### src/rtl/mp_pkg.sv
package mp_pkg;
  localparam int NCLS = 12;
  localparam int OPW  = 8;
  localparam logic [OPW-1:0] RST_MASK = 8'h38;

  // class strobe bit positions (lower index = higher priority)
  localparam int C_RST   = 0;
  localparam int C_IBC   = 1;
  localparam int C_IDE   = 2;
  localparam int C_ABS   = 3;
  localparam int C_RET   = 4;
  localparam int C_JREL  = 5;
  localparam int C_EXSP  = 6;
  localparam int C_AR16  = 7;
  localparam int C_BCMP  = 8;
  localparam int C_BIN   = 9;
  localparam int C_BOUT  = 10;
  localparam int C_NROT  = 11;

  typedef logic [NCLS-1:0] cls_vec_t;
endpackage

### src/rtl/mp_grant.sv
module mp_grant #(
  parameter int N = 12
) (
  input  logic [N-1:0] req,
  output logic [N-1:0] gnt,
  output logic         any
);
  logic [N:0] seen;

  assign seen[0] = 1'b0;

  // Scan from the highest-priority bit: a bit is granted only if no
  // lower-numbered bit has been seen set.
  genvar i;
  generate
    for (i = 0; i < N; i++) begin : g_chain
      assign gnt[i]    = req[i] & ~seen[i];
      assign seen[i+1] = seen[i] | req[i];
    end
  endgenerate

  assign any = seen[N];
endmodule

### src/rtl/mp_step.sv
module mp_step #(
  parameter int W = 16
) (
  input  logic [W-1:0] val,
  input  logic         up,
  output logic [W-1:0] res
);
  // Adding all-ones is a decrement; both directions wrap modulo 2**W.
  localparam logic [W-1:0] ONE  = {{(W-1){1'b0}}, 1'b1};
  localparam logic [W-1:0] MONE = {W{1'b1}};

  assign res = val + (up ? ONE : MONE);
endmodule

### src/rtl/mp_select.sv
module mp_select
  import mp_pkg::*;
#(
  parameter int AW = 16
) (
  input  logic [NCLS-1:0] gnt,
  input  logic            fwd,
  input  logic [OPW-1:0]  opc,
  input  logic [AW-1:0]   cur,
  input  logic [AW-1:0]   bc,
  input  logic [AW-1:0]   de,
  input  logic [AW-1:0]   hl,
  input  logic [AW-1:0]   imm,
  input  logic [AW-1:0]   tgt,
  input  logic [AW-1:0]   pop,
  input  logic [AW-1:0]   src,
  output logic [AW-1:0]   nxt
);
  logic [AW-1:0] cur_step;
  logic [AW-1:0] bc_step;
  logic [AW-1:0] hl_inc;
  logic [AW-1:0] cand [NCLS];
  logic [AW-1:0] part [NCLS+1];

  // latch +/- 1 for block compare
  mp_step #(.W(AW)) u_cur (.val(cur), .up(fwd),  .res(cur_step));
  // BC +/- 1 for block input and output
  mp_step #(.W(AW)) u_bc  (.val(bc),  .up(fwd),  .res(bc_step));
  // HL + 1 for nibble rotates
  mp_step #(.W(AW)) u_hl  (.val(hl),  .up(1'b1), .res(hl_inc));

  always_comb begin
    cand[C_RST]  = AW'(opc & RST_MASK);
    cand[C_IBC]  = bc;
    cand[C_IDE]  = de;
    cand[C_ABS]  = imm;
    cand[C_RET]  = pop;
    cand[C_JREL] = tgt;
    cand[C_EXSP] = pop;
    cand[C_AR16] = src;
    cand[C_BCMP] = cur_step;
    cand[C_BIN]  = bc_step;
    cand[C_BOUT] = bc_step;
    cand[C_NROT] = hl_inc;
  end

  // AND-OR mux: the grant is one-hot or zero
  assign part[0] = '0;
  genvar k;
  generate
    for (k = 0; k < NCLS; k++) begin : g_mux
      assign part[k+1] = part[k] | (cand[k] & {AW{gnt[k]}});
    end
  endgenerate

  assign nxt = part[NCLS];
endmodule

### src/rtl/mp_tracker.sv
module mp_tracker
  import mp_pkg::*;
#(
  parameter int AW = 16
) (
  input  logic                  clk,
  input  logic                  rst,
  input  logic [mp_pkg::NCLS-1:0] cls_req,
  input  logic                  blk_fwd,
  input  logic [mp_pkg::OPW-1:0]  op_code,
  input  logic [AW-1:0]         pair_bc,
  input  logic [AW-1:0]         pair_de,
  input  logic [AW-1:0]         pair_hl,
  input  logic [AW-1:0]         imm_addr,
  input  logic [AW-1:0]         jmp_tgt,
  input  logic [AW-1:0]         pop_word,
  input  logic [AW-1:0]         alu_src,
  output logic [AW-1:0]         ptr_q,
  output logic                  ptr_vld
);
  logic [NCLS-1:0] gnt;
  logic            any_req;
  logic [AW-1:0]   ptr_nxt;

  mp_grant #(.N(NCLS)) u_grant (
    .req (cls_req),
    .gnt (gnt),
    .any (any_req)
  );

  mp_select #(.AW(AW)) u_sel (
    .gnt (gnt),
    .fwd (blk_fwd),
    .opc (op_code),
    .cur (ptr_q),
    .bc  (pair_bc),
    .de  (pair_de),
    .hl  (pair_hl),
    .imm (imm_addr),
    .tgt (jmp_tgt),
    .pop (pop_word),
    .src (alu_src),
    .nxt (ptr_nxt)
  );

  always_ff @(posedge clk) begin
    if (rst) begin
      ptr_q   <= '0;
      ptr_vld <= 1'b0;
    end else begin
      ptr_vld <= any_req;
      if (any_req) ptr_q <= ptr_nxt;
    end
  end
endmodule

### config.mk
export PLATFORM = sky130hd
export DESIGN_NAME = mp_tracker
export DESIGN_NICKNAME = d
export VERILOG_FILES = /design/src/rtl/mp_pkg.sv /design/src/rtl/mp_grant.sv /design/src/rtl/mp_step.sv /design/src/rtl/mp_select.sv /design/src/rtl/mp_tracker.sv
export SDC_FILE = /design/constraint.sdc
export NUM_CORES = 1
export LEC_CHECK = 0
export BUFFER_PORTS_ARGS = -buffer_cell sky130_fd_sc_hd__buf_4
export CORE_ASPECT_RATIO = 0.9
export CORE_MARGIN = 10
export CORE_UTILIZATION = 48
export CTS_BUF_LIST = sky130_fd_sc_hd__clkbuf_8 sky130_fd_sc_hd__clkbuf_16
export DETAILED_ROUTE_END_ITERATION = 16
export MAX_ROUTING_LAYER = met4
export PLACE_DENSITY = 0.82
export RECOVER_POWER = 100
export SYNTH_ARGS = -nofsm -noshare
export SYNTH_HDL_FRONTEND = slang
export SYNTH_SLANG_ARGS = --single-unit
### constraint.sdc
create_clock -name clk -period 3.4 [get_ports clk]
set_clock_uncertainty 0.2 [all_clocks]
set_input_delay 0.17 -clock clk [delete_from_list [all_inputs] [get_ports clk]]
set_output_delay 0.17 -clock clk [all_outputs]
set_load 0.01 [all_outputs]
## After elaboration in Yosys (flattened, before gate mapping)

Cells that the tools add are included.

| storage, ports and cells | value |
|---|---|
| flip-flop bits (word level) | 17 |

| cells by class | value |
|---|---|
| $add $sub $neg | 3 |
| mux-type cells | 1 |
| bitwise gates (word level) | 56 |

Operators with widths:

| operator | number |
|---|---|
| $and 16x16->16 | 11 |
| $or 16x16->16 | 11 |
| $add 16x16->16 | 2 |
| $add 16x1->16 const B | 1 |
| $and 6x16->16 | 1 |
| $mux 16 | 1 |
| $and 1x1->1 | 11 |
| $not 1->1 | 11 |
| $or 1x1->1 | 11 |

## Depth between registers and ports, before layout

Gate-level depths: netlist of run 1.

| depth | value |
|---|---|
| depth after elaboration | 14 |
| mapped depth | 9 |

## Modules after synthesis

A second synthesis of run 1 with hierarchy kept.

| unflattened totals | value |
|---|---|
| cell total of the unflattened synthesis | 526 |
| area, all modules | 4152.7 um2 |

Modules (own cells, without submodules):

| module | instances | cells each | area an instance (um2) | sequential area each (um2) |
|---|---|---|---|---|
| mp_select | 1 | 103 | 892.1 | 0.0 |
| mp_step at u_sel.u_cur | 1 | 124 | 872.1 | 0.0 |
| mp_step at u_sel.u_bc | 1 | 116 | 842.1 | 0.0 |
| mp_step at u_sel.u_hl | 1 | 106 | 770.7 | 0.0 |
| mp_tracker | 1 | 54 | 608.1 | 340.3 |
| mp_grant | 1 | 23 | 167.7 | 0.0 |

## Least setup slack after synthesis of run 1

No wires, ideal clock.

| timing path | value |
|---|---|
| kind | input to register |
| start | input blk_fwd |
| end | register ptr_q[15] |
| data arrival time | 2644 ps |
| required time | 3126 ps |
| setup slack | 482 ps |
| cell stages on the path | 9 |
| cells stage by stage | inv_1 -> ha_1 -> a211oi_1 -> o21ai_0 -> a21oi_1 -> o31ai_1 -> a311oi_1 -> mux2_2 -> a31oi_1 |

| on the way | value |
|---|---|
| cells in the longest elaborated chain, start to end | 7 |
| elaborated cells on any way between the ends | 10 |
| those cells by class | add/sub: 2; mux: 1; bitwise: 7 |

RTL lines:

| what | RTL line | source |
|---|---|---|
| start: declaration | mp_tracker.sv:9 | `input logic blk_fwd,` |
| $mux 16 * | mp_step.sv:12 | `assign res = val + (up ? ONE : MONE);` |
| $add 16x16->16 | mp_step.sv:12 |  |
| $and 16x16->16 | mp_select.sv:52 | `assign part[k+1] = part[k] \| (cand[k] & {AW{gnt[k]}});` |
| $or 16x16->16 (2 in a row) | mp_select.sv:52 |  |
| $or 16x16->16 * (2 in a row) | mp_select.sv:52 |  |
| end signal: assignment | mp_tracker.sv:52 | `if (any_req) ptr_q <= ptr_nxt;` |
| end: declaration | mp_tracker.sv:18 | `output logic [AW-1:0] ptr_q,` |

Mark *: on every way between the ends. The rest lies on a longest branch, timed or not.
A chain may end at the register's enable or synchronous reset.

## Final worst setup path of run 1

| timing path | value |
|---|---|
| start | input blk_fwd |
| end | register ptr_q[14] |

Same word-level chain as after synthesis.

==> results of run 1 <==
power groups by stage:
stage / logic (mW) / clock network, mW / registers (mW)
after floorplan: 0.286 / 0 / 0.230
after global placement: 0.500 / 0 / 0.227
after detailed placement: 0.514 / 0 / 0.227
after CTS: 0.519 / 0.160 / 0.223
after global routing: 0.562 / 0.168 / 0.224
final: 0.518 / 0.163 / 0.223
critical path, cell delays in order:
cell and delay [ns]:
buf_4 0.13, inv_1 0.41, buf_12 0.22, ha_1 0.32
or3_1 0.41, o21ai_0 0.12, or3_1 0.19, nand2_1 0.07
o41ai_1 0.43, mux2i_1 0.14, o31a_1 0.24
through the flow:
| stage | std cells | hold slack (ns) |
|---|---|---|
| after floorplan | 459 | 0.153 |
| after global placement | 683 | 0.247 |
| after detailed placement | 683 | 0.251 |
| after CTS | 688 | 0.0133 |
| after global routing | 688 | 0.0426 |
| final | 688 | 0.00482 |
registers in the layout, indices dropped and copies added (netlist names):
name / flops
ptr_vld: 1
ptr_q: 16
worst max-delay path by stage:
stage,from,to,slack [ns],cells after the start
global placement,blk_fwd,ptr_q[14]$_SDFFE_PP0P_,0.36,11
detailed placement,blk_fwd,ptr_q[15]$_SDFFE_PP0P_,0.33,10
finish,blk_fwd,ptr_q[14]$_SDFFE_PP0P_,0.50,11
floorplan,blk_fwd,ptr_q[15]$_SDFFE_PP0P_,0.48,9
global route,cls_req[2],ptr_q[1]$_SDFFE_PP0P_,0.18,7
CTS,blk_fwd,ptr_q[14]$_SDFFE_PP0P_,0.56,11
Yosys cell counts, types with 2 or more instances:
master | count | area share
a21oi_1 | 53 | 0.082
nor2_1 | 47 | 0.055
nand2_1 | 46 | 0.053
ha_1 | 29 | 0.11
o21ai_0 | 26 | 0.040
a211oi_1 | 18 | 0.042
xnor2_1 | 18 | 0.049
a221o_1 | 17 | 0.053
dfxtp_1 | 17 | 0.11
clkbuf_1 | 16 | 0.019
nand3b_1 | 13 | 0.030
nand3_1 | 11 | 0.017
nor3_1 | 11 | 0.017
a21o_1 | 10 | 0.023
inv_1 | 10 | 0.012
xor2_1 | 9 | 0.024
a221oi_1 | 8 | 0.022
a31oi_1 | 7 | 0.014
and3_1 | 7 | 0.014
o21a_1 | 6 | 0.014
buf_2 | 5 | 0.0077
nor2b_1 | 5 | 0.0097
a22oi_1 | 4 | 0.0093
a311oi_1 | 4 | 0.011
or3_1 | 4 | 0.0077
and2_1 | 3 | 0.0058
nand2b_1 | 3 | 0.0058
nand4_1 | 3 | 0.0058
nor3b_1 | 3 | 0.0070
o21bai_1 | 3 | 0.0070
o311ai_0 | 3 | 0.0081
o31ai_1 | 3 | 0.0070
a211o_1 | 2 | 0.0054
a21boi_0 | 2 | 0.0046
and4_1 | 2 | 0.0054
fa_1 | 2 | 0.012
mux2i_1 | 2 | 0.0062
nand4b_1 | 2 | 0.0054
nor4_1 | 2 | 0.0039
cell usage in the layout, fill, tap and decap left out, drive strengths merged, types with 5 or more instances in the layout:
cell / instances
o21ai: 26
nor2: 47
a31oi: 7
a211oi: 18
xor2: 9
xnor2: 18
dfxtp: 17
ha: 29
nand3: 11
inv: 10
o21a: 6
a221o: 17
buf: 139
nor2b: 5
a311oi: 5
clkbuf: 20
a21o: 10
a221oi: 8
nand2: 47
a21oi: 53
nor3: 11
nand3b: 13
and3: 7
cell families after synthesis:
kind of cell,after synthesis
multiplexers,3
adder cells (fa/ha/maj),31
flip-flops,17
AND/OR/NAND/NOR,170
XOR/XNOR,27
buffers and inverters,32
AO/OA/AOI/OAI,179
cell type report:
cell class                 instances  area share
clock buffer                       3     0.00935
clock inverter                     1     0.00113
inverter                          10     0.00850
multi-input combinational        410       0.623
sequential                        17      0.0770
tap                               90      0.0255
timing repair buffer             157       0.256
metal layers:
layer / up-vias / GRT usage
met2: 243 / 0.405
met1: 1966 / 0.309
met3: 34 / 0.0302
met5: - / -
li1: 2040 / -
met4: 0 / 0.0812
==> results.ini, run 1 <==
[yosys]
synth_compound_area_frac = 0.379
synth_nets = 625
synth_cells = 459
yosys_warnings = 0
synth_edf_count = 0
synth_top_family_by_area = compound AO/OA/AOI/OAI gates
avgSynthCellArea_um2 = 7.05
yosys_register_bits = 17
muxShareOfSynthArea = 0.00967
yosysUniqueCellTypes = 62
yosys.area_share.simple = 0.267
synth-async-reset-ratio = 0
ys.flop_type = dfxtp_1
yosysSeqAreaShare = 0.105
synthAdderAreaFrac = 0.125
syn_area_um2 = 3230
synth-xor-area-share = 0.0731

[power]
power_density_nw_per_um2 = 204
swShare = 0.392
p_int_mw = 0.549
pwr-share-comb = 0.573
p_leak_nw = 1.95
power.total_mw = 0.903
power.switching_mw = 0.354
ir_drop_mv = 0.123
p_seq_frac = 0.247
pwr-share-clk = 0.180

[global_route]
track_usage = 0.248
grt.overflow.total = 0
grt_start_max_net_pins = 35
grt_pass1_wl_mm = 20.9
grt_pass1_vias = 4300
antenna_found_initial = 0

[run_status]
outcome = completed

[timing]
finalSetupViolations = 0
finalHoldViolations = 0
period_minus_slack_ns = 2.90
slew_headroom = 0.198
worstMarginPinSlew_ns = 1.19
final_max_slew_viol_count = 0
setup_tns_ns = 0
fin_ws_ns = 0.498
fmax_ghz = 0.345
fin_crit_sh = 0.854
rsz0062_at_grt = false

[floorplanning]
core_um2 = 6550
die_x_um = 107
ios = 152
die_h_um = 97.9
initial_core_util = 0.494
rows = 28
dieArea_um2 = 10400

[finish]
multi_input_area_um2 = 2750
final_util = 0.674
syn_to_final_growth_pct = 36.6
antenna_cells = 0
nFillCells = 609
final-seq-area_um2 = 340
layout-drive-gt1-share = 0.253
final_area_um2 = 4420
nNetsFinal = 765

[clock_network]
cts.path.max_buffers = 2
cts_root_buf = clkbuf_8
cts_inserted_buffers = 3
clkTransAtPathRegs_ns = 0.07
cts_hold_buf = 1
cts_setup_buffers = 0
cts_resized = 0
htreeDepth = 1
cts_num_sinks = 17
cts_tree = yes
clk_latency_ns = 0.27

[routing]
drt_iter0_markers = 397
highest_layer = met4
drt-met1-wl_mm = 5.67
route.met2.wl_mm = 6.37
drc_errors = 0
wl_per_cell_um = 19.7
wirelength_mm = 13.6
antenna_left = 0
dr.pass1.iters = 5
via_per_inst = 6.23
met3_length_mm = 1.18
num_vias = 4283

[place]
pre_cts_ws_ns = 0.331
dp_hpwl_mm = 11.2
gp_congestion = 0.981
portBuffers = 146
placed_cell_area_um2 = 4440

[job]
cap_violations = 0

[min_path]
hold_start = jmp_tgt[12]
hold_end = ptr_q[12]$_SDFFE_PP0P_
hold_path.class = in -> reg
hold_path_depth = 3

[setup_path]
crit_path_end_kind = flip-flop
r2r-end = ptr_q[14]$_SDFFE_PP0P_
required_ns = 3.36
r2r_cells = 7
arrival_ns = 2.86
critPathKind = in -> reg
r2r_slack_ns = 0.60
crit_fanout = 15
cp-start-kind = primary input
r2r-start = ptr_q[0]$_SDFFE_PP0P_

Power figures use the tool's default switching activity.
==> run 2: changes to the inputs <==
--- a/config.mk
+++ b/config.mk
@@ -8,11 +8,11 @@
 export BUFFER_PORTS_ARGS = -buffer_cell sky130_fd_sc_hd__buf_4
 export CORE_ASPECT_RATIO = 0.9
 export CORE_MARGIN = 10
-export CORE_UTILIZATION = 48
+export CORE_UTILIZATION = 40
 export CTS_BUF_LIST = sky130_fd_sc_hd__clkbuf_8 sky130_fd_sc_hd__clkbuf_16
 export DETAILED_ROUTE_END_ITERATION = 16
 export MAX_ROUTING_LAYER = met4
-export PLACE_DENSITY = 0.82
+export PLACE_DENSITY = 0.7
 export RECOVER_POWER = 100
 export SYNTH_ARGS = -nofsm -noshare
 export SYNTH_HDL_FRONTEND = slang
==> run 2 against run 1 <==
Compared with the run above: hold slack better by 0.014 ns; cell area rose by 0.37%; routed wire length is 0.46% lower; largest power group unchanged; critical path type unchanged; utilization fell by 12 points; maximum frequency is 3.5% lower; die area rose by 16%; first-iteration DRC count fell by 23%; sequential power about the same; clock-buffer cell count unchanged; combinational power down 1%; global-route usage shrank 3.1 points.
==> results.ini, run 2 (synthesis results as in run 1) <==
[routing]
drc_errors = 0
wirelength_mm = 13.5
via_per_inst = 5.87
wl_per_cell_um = 19.3
antenna_left = 0
num_vias = 4110
drt_iter0_markers = 307
dr.pass1.iters = 5

[setup_path]
cp_slowest_cell = nor4_1
path_cells = clkbuf_2 -> nor4_1 -> nand4_2 -> clkbuf_2 -> or2_0 -> nand3_1 -> o21ai_0 -> a21oi_1
cp-start-kind = primary input
required_ns = 3.39
critPathMaxStageDelay_ns = 0.99
critPathKind = in -> reg
crit_path_end_kind = flip-flop
arrival_ns = 3.00
crit_family = simple AND/OR/NAND/NOR gates
crit_start = cls_req[2]
r2r-start = ptr_q[1]$_SDFFE_PP0P_
r2r_slack_ns = 0.63
path_buf_inv = 2
cpMostUsedCell = clkbuf_2
crit_fanout = 19

[clock_network]
cts_setup_buffers = 0
cts_inserted_buffers = 3
cts_num_sinks = 17
clkTransAtPathRegs_ns = 0.08
htreeDepth = 1
cts_root_buf = clkbuf_8
cts_tree = yes
clk_latency_ns = 0.25
cts_resized = 0
cts.path.max_buffers = 2

[timing]
finalHoldViolations = 0
final_max_slew_viol_count = 0
fmax_ghz = 0.332
fin_crit_sh = 0.885
slew_headroom = 0.265
hold_ws_ns = 0.0193
rsz0062_at_grt = false
period_minus_slack_ns = 3.01
worstMarginPinSlew_ns = 1.09
fin_ws_ns = 0.391
finalSetupViolations = 0
setup_tns_ns = 0

[run_status]
outcome = completed

[finish]
final_common_cell = buf_4
final_area_um2 = 4430
top_regs = ptr_q x16, ptr_vld x1
final_util = 0.558
instances_no_fill = 700
layout-drive-gt1-share = 0.256
layout_common_cells = buf_4 (140), a21oi_1 (53), nor2_1 (47), nand2_1 (46), ha_1 (29)
antenna_cells = 0
largest_register_ff_count = 16
largest-register = ptr_q
syn_to_final_growth_pct = 37.1
nNetsFinal = 768

[place]
portBuffers = 146
placed_cell_area_um2 = 4460
pre_cts_ws_ns = 0.332
dp_hpwl_mm = 11.5
gp_congestion = 0.945
dp.cells = 695

[min_path]
hold_start = jmp_tgt[12]
hold_path.class = in -> reg

[global_route]
grt_pass1_wl_mm = 21.3
antenna_found_initial = 0
track_usage = 0.217
grt_start_max_net_pins = 35
grt.overflow.total = 0
grt_pass1_vias = 4147

[floorplanning]
ios = 152
initial_core_util = 0.407
rows = 31
dieArea_um2 = 12100
die_h_um = 105
die_x_um = 115
core_um2 = 7950

[power]
ir_drop_mv = 0.162
power_density_nw_per_um2 = 202
power.total_mw = 0.895
p_leak_nw = 1.96

[job]
cap_violations = 0

## run 2: cell count changes in the layout (fill, tap and decap cells not counted)
cell | previous run | this run
buf_4 | 138 | 140
clkbuf_2 | 0 | 2
buf_12 | 1 | 0
## run 2: layer usage
metal | global-route usage | wire length (µm)
met1 | 0.291 | 6290
met2 | 0.357 | 6560
met3 | 0.0136 | 555
met4 | 0.0283 | 96
met5 | - | 0
## run 2: final timing paths
check / end / depth (start not counted)
setup reg to reg: ptr_q[15]$_SDFFE_PP0P_ / 8
setup / recovery: ptr_q[1]$_SDFFE_PP0P_ / 8
hold / removal: ptr_q[12]$_SDFFE_PP0P_ / 3
hold reg to reg: ptr_q[6]$_SDFFE_PP0P_ / 2
## run 2: worst reg2reg max path: cells and delay by family, from the launching register on
family,cells,cell delay [ns]
AO/OA/AOI/OAI,6,1.42
flip-flops,1,0.42
multiplexers,1,0.38
adder cells (fa/ha/maj),1,0.28
## run 2: what timing repair did
action / 4_1_cts / 5_1_grt
setup endpoints to repair: 0 / 0
hold buffers: 1 / 0
hold endpoints to repair: 8 / 0
## run 2: area by class of cell
type                       instances  area (µm²)
multi-input combinational        410        2750
sequential                        17         340
clock inverter                     1        5.00
clock buffer                       3        41.3
timing repair buffer             160        1130
fill                             796        3520
inverter                          10        37.5
tap                               99         124
## run 2: power by group
| group | total, mW | internal, mW | switching, mW | leakage [nW] |
|---|---|---|---|---|
| clock network | 0.161 | 0.0814 | 0.0795 | 0.0255 |
| registers | 0.223 | 0.211 | 0.0116 | 0.140 |
| logic | 0.511 | 0.254 | 0.257 | 1.79 |
==> run 3: changes to the inputs <==
--- a/config.mk
+++ b/config.mk
@@ -6,13 +6,15 @@
 export NUM_CORES = 1
 export LEC_CHECK = 0
 export BUFFER_PORTS_ARGS = -buffer_cell sky130_fd_sc_hd__buf_4
+export CELL_PAD_IN_SITES_DETAIL_PLACEMENT = 1
+export CELL_PAD_IN_SITES_GLOBAL_PLACEMENT = 1
 export CORE_ASPECT_RATIO = 0.9
 export CORE_MARGIN = 10
-export CORE_UTILIZATION = 40
+export CORE_UTILIZATION = 33
 export CTS_BUF_LIST = sky130_fd_sc_hd__clkbuf_8 sky130_fd_sc_hd__clkbuf_16
 export DETAILED_ROUTE_END_ITERATION = 16
 export MAX_ROUTING_LAYER = met4
-export PLACE_DENSITY = 0.7
+export PLACE_DENSITY = 0.83
 export RECOVER_POWER = 100
 export SYNTH_ARGS = -nofsm -noshare
 export SYNTH_HDL_FRONTEND = slang
==> run 3 against run 2 <==
Compared with the run above: total power increased by 1.8%; routed wire length increased by 20%; via count rose by 3.6%; clock-buffer cell count stayed put; clock power fell by 3%; register-to-register slack better by 0.03 ns; largest power group unchanged; die area grew 17%; final cell count grew 3.1%; critical path depth up 3; global-route usage rose by 0.053 points.
==> results.ini, run 3 (synthesis results as in run 1) <==
[clock_network]
cts_setup_buffers = 0
htreeDepth = 1
clkTransAtPathRegs_ns = 0.07
clk_latency_ns = 0.25
cts_hold_buf = 0
cts_tree = yes
cts_num_sinks = 17
cts_inserted_buffers = 3
cts_root_buf = clkbuf_8
cts.path.max_buffers = 2
cts_resized = 0

[timing]
period_minus_slack_ns = 2.93
fmax_ghz = 0.342
rsz0062_at_grt = false
setup_tns_ns = 0
finalSetupViolations = 0
slew_headroom = 0.255
worstMarginPinSlew_ns = 1.09
fin_crit_sh = 0.861
finalHoldViolations = 0
final_max_slew_viol_count = 0

[routing]
dr.pass1.iters = 5
drc_errors = 0
via_per_inst = 5.90
antenna_left = 0
num_vias = 4260
drt_iter0_markers = 319
wl_per_cell_um = 22.4
wirelength_mm = 16.2

[global_route]
antenna_found_initial = 0
grt_pass1_wl_mm = 24.7
grt_start_max_net_pins = 35
track_usage = 0.217
grt_pass1_vias = 4382
grt.overflow.total = 0

[setup_path]
r2r-start = ptr_q[0]$_SDFFE_PP0P_
r2r_cells = 7
crit_family = compound AO/OA/AOI/OAI gates
crit_fanout = 30
path_buf_inv = 3
path_cells = buf_4 -> inv_1 -> clkbuf_4 -> fa_1 -> a211oi_1 -> o21a_1 -> or3_1 -> nand2_1 -> o41ai_1 -> mux2i_1 -> o31a_1
critPathMaxStageDelay_ns = 0.56
crit_path_end_kind = flip-flop
critPathKind = in -> reg
arrival_ns = 2.87
required_ns = 3.35
r2r-end = ptr_q[14]$_SDFFE_PP0P_
cp-start-kind = primary input
r2r_slack_ns = 0.66
cp_slowest_cell = fa_1

[finish]
nNetsFinal = 763
nFillCells = 1271
multi_input_area_um2 = 2750
final_common_cell = buf_4
antenna_cells = 0
syn_to_final_growth_pct = 36.9
final_area_um2 = 4430
layout_common_cells = buf_4 (135), a21oi_1 (53), nor2_1 (47), nand2_1 (46), ha_1 (29)
largest_register_ff_count = 16
instances_no_fill = 722
largest-register = ptr_q
top_regs = ptr_q x16, ptr_vld x1
layout-drive-gt1-share = 0.245
final-seq-area_um2 = 340

[power]
power.total_mw = 0.911
pwr-share-comb = 0.582
p_seq_frac = 0.246
power.switching_mw = 0.366
ir_drop_mv = 0.124
pwr-share-clk = 0.172
p_int_mw = 0.544
p_leak_nw = 1.92
power_density_nw_per_um2 = 206
swShare = 0.402

[place]
placed_cell_area_um2 = 4470
dp.cells = 718
dp_hpwl_mm = 13.8
portBuffers = 146
gp_congestion = 0.951

[min_path]
hold_path_depth = 2
hold_start = rst
hold_end = ptr_q[1]$_SDFFE_PP0P_
hold_path.class = in -> reg

[floorplanning]
core_um2 = 9610
die_x_um = 124
die_h_um = 114
rows = 34
dieArea_um2 = 14200
initial_core_util = 0.336
ios = 152

[run_status]
outcome = completed

[job]
cap_violations = 0

-- run 3: per-layer routing --
layer | share of wire | global-route usage
met4 | 0.013 | 0.0310
met1 | 0.44 | 0.276
met2 | 0.49 | 0.363
met5 | 0 | -
met3 | 0.056 | 0.0357
-- run 3: layout make-up --
cell class / instances / area share
timing repair buffer: 155 / 0.247
multi-input combinational: 410 / 0.622
inverter: 10 / 0.00848
clock inverter: 1 / 0.000848
sequential: 17 / 0.0769
clock buffer: 3 / 0.00933
tap: 126 / 0.0356
-- run 3: worst max path at each step --
stage / startpoint / end / slack [ns] / cells after the start
after floorplan: blk_fwd / ptr_q[15]$_SDFFE_PP0P_ / 0.48 / 9
after global placement: blk_fwd / ptr_q[14]$_SDFFE_PP0P_ / 0.50 / 11
after detailed placement: blk_fwd / ptr_q[15]$_SDFFE_PP0P_ / 0.47 / 11
after CTS: ptr_q[1]$_SDFFE_PP0P_ / ptr_q[15]$_SDFFE_PP0P_ / 0.67 / 8
after global routing: blk_fwd / ptr_q[11]$_SDFFE_PP0P_ / 0.27 / 11
final: blk_fwd / ptr_q[14]$_SDFFE_PP0P_ / 0.47 / 11
-- run 3: power by group through the flow --
stage,registers (mW),logic [mW],clock network [mW]
4_1_cts,0.224,0.538,0.158
3_5_place_dp,0.229,0.536,0
2_1_floorplan,0.230,0.286,0
6_report,0.224,0.530,0.156
5_1_grt,0.226,0.578,0.170
3_3_place_gp,0.228,0.515,0
-- run 3: per-stage QoR --
step	util	setup WS, ns	hold slack [ns]
after floorplan	-	0.482	0.153
after global placement	0.465	0.499	0.267
after detailed placement	0.465	0.467	0.274
after CTS	0.470	0.670	0.00255
after global routing	0.460	0.269	0.00520
final	0.460	0.473	0.00684
